File: config.mk
export PLATFORM = sky130hd
export DESIGN_NAME = iova_xlate
export DESIGN_NICKNAME = d
export VERILOG_FILES = /design/src/rtl/iova_xlate.sv
export SDC_FILE = /design/constraint.sdc
export NUM_CORES = 2
export LEC_CHECK = 0
export BUFFER_PORTS_ARGS = -buffer_cell sky130_fd_sc_hd__buf_4
export CAP_MARGIN = 0
export CORE_UTILIZATION = 60
export DETAILED_ROUTE_END_ITERATION = 10
export PLACE_DENSITY = 0.81
export SLEW_MARGIN = 15
export SYNTH_ARGS = -nofsm -noshare
export SYNTH_HDL_FRONTEND = slang
export SYNTH_SLANG_ARGS = --single-unit
File: constraint.sdc
create_clock -name clk -period 10.5 [get_ports clk]
set_input_delay 0.525 -clock clk [delete_from_list [all_inputs] [get_ports clk]]
set_output_delay 0.525 -clock clk [all_outputs]
set_load 0.05 [all_outputs]
File: src/rtl/iova_xlate.sv
module iova_xlate #(
  parameter int          TLB_N   = 16,
  parameter logic [3:0]  IMPL_ID = 4'h3,
  parameter logic [3:0]  VER_ID  = 4'h1
) (
  input  logic        clk,
  input  logic        rst_n,
  input  logic        reg_wr,
  input  logic [1:0]  reg_addr,
  input  logic [31:0] reg_wdata,
  output logic [31:0] reg_rdata,
  input  logic        req_valid,
  output logic        req_ready,
  input  logic [31:0] req_addr,
  input  logic        req_write,
  output logic        resp_valid,
  output logic [35:0] resp_addr,
  output logic        resp_cacheable,
  output logic        resp_fault,
  output logic [31:0] fault_addr,
  output logic        mem_rd_valid,
  output logic [31:0] mem_rd_addr,
  input  logic        mem_rd_ack,
  input  logic [31:0] mem_rd_data
);
  localparam int PW = $clog2(TLB_N);

  logic        en;
  logic [2:0]  range;
  logic [31:0] base;
  logic        busy, p_write, p_kill;
  logic [31:0] p_addr;

  logic [TLB_N-1:0] t_v, t_w, t_c;
  logic [19:0]      t_tag [TLB_N];
  logic [23:0]      t_ppn [TLB_N];
  logic [PW-1:0]    rr;

  logic [19:0] win_pg, off_pg;
  logic [31:0] pte_addr;
  logic        translate, accept, inv_all, inv_pg, hit, install, do_resp;
  logic [PW-1:0] hit_idx;

  assign win_pg    = ~((20'h01000 << range) - 20'h1);
  assign off_pg    = req_addr[31:12] - win_pg;
  assign pte_addr  = {base[27:0], 4'b0} + {10'b0, off_pg, 2'b0};
  assign translate = en && (req_addr[31:12] >= win_pg);
  assign req_ready = !busy;
  assign accept    = req_valid && !busy;
  assign inv_all   = reg_wr && reg_addr == 2'd2;
  assign inv_pg    = reg_wr && reg_addr == 2'd3;

  always_comb begin
    unique case (reg_addr)
      2'd0:    reg_rdata = {IMPL_ID, VER_ID, 19'b0, range, 1'b0, en};
      2'd1:    reg_rdata = base;
      default: reg_rdata = '0;
    endcase
  end

  always_comb begin
    hit = 1'b0;
    hit_idx = '0;
    for (int i = 0; i < TLB_N; i++)
      if (t_v[i] && t_tag[i] == req_addr[31:12]) begin
        hit = 1'b1;
        hit_idx = PW'(i);
      end
  end

  // entry being answered: fetched PTE when busy, cached entry otherwise
  logic        e_v, e_w, e_c, r_wr, e_fault;
  logic [23:0] e_ppn;
  logic [31:0] r_addr;
  assign r_addr  = busy ? p_addr  : req_addr;
  assign r_wr    = busy ? p_write : req_write;
  assign e_v     = busy ? mem_rd_data[1] : 1'b1;
  assign e_w     = busy ? mem_rd_data[2] : t_w[hit_idx];
  assign e_c     = busy ? mem_rd_data[7] : t_c[hit_idx];
  assign e_ppn   = busy ? mem_rd_data[31:8] : t_ppn[hit_idx];
  assign e_fault = !e_v || (r_wr && !e_w);
  assign do_resp = (accept && translate && hit) || (busy && mem_rd_ack);
  assign install = busy && mem_rd_ack && mem_rd_data[1] && !p_kill && !inv_all && !inv_pg;

  wire unused_bits = &{1'b0, mem_rd_data[6:3], mem_rd_data[0]};

  always_ff @(posedge clk) begin
    if (!rst_n) begin
      en <= 1'b0;
      range <= '0;
      base <= '0;
    end else if (reg_wr) begin
      if (reg_addr == 2'd0) begin
        en <= reg_wdata[0];
        range <= reg_wdata[4:2];
      end
      if (reg_addr == 2'd1) base <= reg_wdata;
    end
  end

  always_ff @(posedge clk) begin
    if (!rst_n) begin
      t_v <= '0;
      rr <= '0;
    end else begin
      for (int i = 0; i < TLB_N; i++)
        if (inv_all || (inv_pg && t_tag[i] == reg_wdata[31:12])) t_v[i] <= 1'b0;
      if (install) begin
        t_v[rr]   <= 1'b1;
        t_w[rr]   <= mem_rd_data[2];
        t_c[rr]   <= mem_rd_data[7];
        t_tag[rr] <= p_addr[31:12];
        t_ppn[rr] <= mem_rd_data[31:8];
        rr <= (rr == PW'(TLB_N - 1)) ? '0 : rr + 1'b1;
      end
    end
  end

  always_ff @(posedge clk) begin
    if (!rst_n) begin
      busy <= 1'b0;
      p_kill <= 1'b0;
      p_write <= 1'b0;
      p_addr <= '0;
      mem_rd_valid <= 1'b0;
      mem_rd_addr <= '0;
      resp_valid <= 1'b0;
      resp_addr <= '0;
      resp_cacheable <= 1'b0;
      resp_fault <= 1'b0;
      fault_addr <= '0;
    end else begin
      resp_valid <= 1'b0;
      if (accept && !translate) begin
        resp_valid <= 1'b1;
        resp_addr <= {4'b0, req_addr};
        resp_cacheable <= 1'b0;
        resp_fault <= 1'b0;
      end else if (accept && !hit) begin
        busy <= 1'b1;
        mem_rd_valid <= 1'b1;
        mem_rd_addr <= pte_addr;
        p_addr <= req_addr;
        p_write <= req_write;
        p_kill <= 1'b0;
      end
      if (busy && (inv_all || inv_pg)) p_kill <= 1'b1;
      if (busy && mem_rd_ack) begin
        busy <= 1'b0;
        mem_rd_valid <= 1'b0;
      end
      if (do_resp) begin
        resp_valid <= 1'b1;
        resp_fault <= e_fault;
        resp_addr <= e_fault ? 36'b0 : {e_ppn, r_addr[11:0]};
        resp_cacheable <= !e_fault && e_c;
        if (e_fault) fault_addr <= r_addr;
      end
    end
  end
endmodule

==> flow_summary_export.csv <==
group,metric,value,unit
run_status,outcome,"complete, no violations",
global_routing,grt_usage,36.45,%
power,leakage,16.98,nW
die,die_h,273.1,um
cts,cts_tree,"yes",
timing,final_max_slew_viol_count,0,
cts,clock-sinks,926,
die,ios,241,
power,cellPowerDensity,160.7,nW/um^2
timing,period_needed,5.685,ns
timing,worstMarginPinSlew,1.340,ns
detailed_routing,drt_iter0_drc,4614,
worst_setup_path,critical_path.max_stage_delay,0.86,ns
cells_and_area,nets,3924,
placed_design,gp_congestion,0.9558,
logic_synthesis,synth_cells,3634,
cells_and_area,area_growth,13.13,%
worst_setup_path,end_kind,"flip-flop",
die,dieArea,74590,sq um
detailed_routing,drc,0,
global_routing,grt_max_degree,71,
timing,fin_tns_setup,0,ns
cts,clk_latency,0.68,ns
worst_setup_path,crit_slowest_cell,"o311ai_0",
cts,cts_max_level,3,
timing,setup_violations,0,
logic_synthesis,synth_top_area_share,50.12,%
cells_and_area,drive_above_1_share,15.81,%
cts,postCtsSetupBuffers,0,
timing,slew_headroom,10.56,%
detailed_routing,wl_per_cell,28.69,um
flow_run,max-cap-violations,0,
worst_setup_path,cp_max_fo,56,
placed_design,portBuffers,233,
global_routing,grt-ovfl-total,0,
logic_synthesis,synth_ff_type,"edfxtp_1",
global_routing,grt_pass1_wl,197700,um
detailed_routing,drt_pass1_iterations,9,
timing,whs,0.1028,ns
worst_setup_path,crit_arrival,6.26,ns
detailed_routing,vias,32130,
logic_synthesis,synthesis.area,44100,sq um
placed_design,placed_cells,4650,
die,initial_core_util,60.55,%
global_routing,antenna_found_initial,3,
placed_design,dp_hpwl,77970,um
worst_setup_path,criticalPathCategory,"flip-flop to flip-flop",
timing,max_freq,0.1759,GHz
hold_path,hold_path_class,"input port to flip-flop",
worst_setup_path,cp_common_cell,"o21a_1",
timing,skew,0.03670,ns
logic_synthesis,synth_edf_count,736,
logic_synthesis,synth_async_sr_flop_share,0,%
cts,cts.repair.resized,0,
worst_setup_path,path_buf_inv,2,
cells_and_area,final_cell_mix,"edfxtp_1 (736), xnor2_1 (421), nand2_1 (392)",
cts,clock_path_buffers,3,
worst_setup_path,start_kind,"flip-flop",
logic_synthesis,seq_area_frac_synth,58.74,%
detailed_routing,viasPerCell,6.651,
worst_setup_path,crit_chain,"or3_1, ha_1, inv_1, ha_1, o21a_1, o21a_1, o21a_1, o21a_1, o21a_1, o21a_1, o311ai_0, o21a_2, buf_4, and2_1, nand2_1, o211a_1, a211oi_1",
timing,rsz0062_at_grt,"false",
cts,clk_pin_slew,0.06,ns
cts,cts-root-buf,"clkbuf_16",
die,core,72830,sq um
detailed_routing,drtAntennaViolNets,0,
logic_synthesis,synth_cell_types,77,
detailed_routing,wl,138600,um
global_routing,grt_pass1_vias,30830,
logic_synthesis,synth_warnings,0,
timing,hold_viol_final,0,
logic_synthesis,synth_area_leaders,"edfxtp_1 (50%), dfxtp_1 (8.6%), xnor2_1 (8.4%), xor2_1 (4.9%), nand2_1 (3.3%)",
power,peakVddDrop,205.8,uV
timing,fin_crit_sh,54.14,%
die,die_w,273.1,um
cts,cts_buffers,94,
logic_synthesis,ys_ff_latch,926,
cts,ctsHoldBuffers,0,
logic_synthesis,avgSynthCellArea,12.13,sq um
die,num_rows,99,
cells_and_area,layout_commonest_cell,"edfxtp_1",
logic_synthesis,yosysTopAreaCell,"edfxtp_1",
worst_setup_path,crit_required,11.08,ns
cells_and_area,fin_cells,4831,
worst_setup_path,crit_family,"compound AO/OA/AOI/OAI gates",
## per-stage QoR
stage	power, mW	cell area, sq um	util (%)	setup WS (ns)
2_1_floorplan	4.355	44110	-	5.198
3_3_place_gp	4.533	46590	63.96	4.028
3_5_place_dp	4.539	46590	63.96	3.993
4_1_cts	8.000	49870	68.48	4.526
5_1_grt	8.179	49890	68.49	4.524
6_report	8.019	49890	68.50	4.815
## registers in the layout, summed over array words and instances (netlist names), 3 cells and up
| name | cells |
|---|---|
| mem_rd_addr | 28 |
| fault_addr | 32 |
| range | 3 |
| p_addr | 32 |
| t_w | 16 |
| t_ppn | 384 |
| rr | 4 |
| t_c | 16 |
| t_tag | 320 |
| t_v | 16 |
| resp_addr | 36 |
| base | 32 |
## cell type report
type | instances | area, sq um
clock inverters | 51 | 711.9
multi-input cells | 2455 | 17210
well taps | 959 | 1200
repair buffers | 297 | 2230
inverters | 14 | 53.80
fillers | 5050 | 22940
clock buffers | 127 | 2576
diodes | 2 | 5.005
flip-flops and latches | 926 | 25910
## final timing paths
| path | from | endpoint | slack (ns) | cells after the start |
|---|---|---|---|---|
| setup / recovery | range[2] | resp_fault | 4.82 | 17 |
| hold / removal | reg_wdata[5] | base[5] | 0.10 | 3 |
| setup reg to reg | range[2] | resp_fault | 4.82 | 17 |
| hold reg to reg | mem_rd_addr[7] | mem_rd_addr[7] | 0.45 | 2 |
## worst register-to-register path, cell delays in order (launching register included)
cell and delay [ns]:
dfxtp_1 0.41, or3_1 0.44, ha_1 0.30, inv_1 0.04
ha_1 0.28, o21a_1 0.14, o21a_1 0.20, o21a_1 0.21
o21a_1 0.21, o21a_1 0.20, o21a_1 0.23, o311ai_0 0.86
o21a_2 0.27, buf_4 0.51, and2_1 0.76, nand2_1 0.18
o211a_1 0.15, a211oi_1 0.20
## where the power goes
group          total [mW]  internal (mW)  switching [mW]
registers            3.96           3.95          0.0126
logic               0.523          0.163           0.360
clock network        3.54           2.06            1.47
total                8.02           6.17            1.85
## cell families after synthesis
| logic type | Yosys count | synth area share, % |
|---|---|---|
| adder cells (fa/ha/maj) | 32 | 0.9250 |
| AND/OR/NAND/NOR | 1050 | 11.89 |
| multiplexers | 210 | 5.048 |
| XOR/XNOR | 667 | 13.26 |
| AO/OA/AOI/OAI | 493 | 7.451 |
| flip-flops | 926 | 58.74 |
| buffers and inverters | 255 | 2.667 |
| other | 1 | 0.008504 |
## cell usage after synthesis (all sizes together), types with 4 or more instances
| cell type | count |
|---|---|
| edfxtp | 736 |
| xnor2 | 422 |
| nand2 | 393 |
| xor2 | 245 |
| dfxtp | 190 |
| clkbuf | 165 |
| nand4 | 160 |
| a21oi | 150 |
| mux2i | 120 |
| nor2 | 108 |
| nor4 | 97 |
| nor3 | 95 |
| o21ai | 95 |
| mux2 | 89 |
| buf | 76 |
| nand3 | 53 |
| and2 | 41 |
| a211oi | 33 |
| a221o | 32 |
| ha | 31 |
| o211ai | 25 |
| o22ai | 24 |
| a31o | 23 |
| a21boi | 22 |
| o22a | 21 |
| and3 | 16 |
| nor3b | 15 |
| or2 | 15 |
| inv | 14 |
| a21o | 13 |
| a221oi | 13 |
| nand2b | 11 |
| and4 | 9 |
| nor4b | 9 |
| o21a | 9 |
| o221ai | 8 |
| nand4b | 5 |
| nor2b | 5 |
| or3 | 5 |
| or4 | 5 |
| a31oi | 4 |
## per-layer routing
metal,GRT usage [%],up-vias,share of wire [%]
met5,0,-,0.019
li1,-,13650,-
met3,7.609,632,12
met4,22.77,4,7.2
met2,57.89,2366,46
met1,45.76,15480,35
No activity file was read; power rests on OpenSTA's default activity.
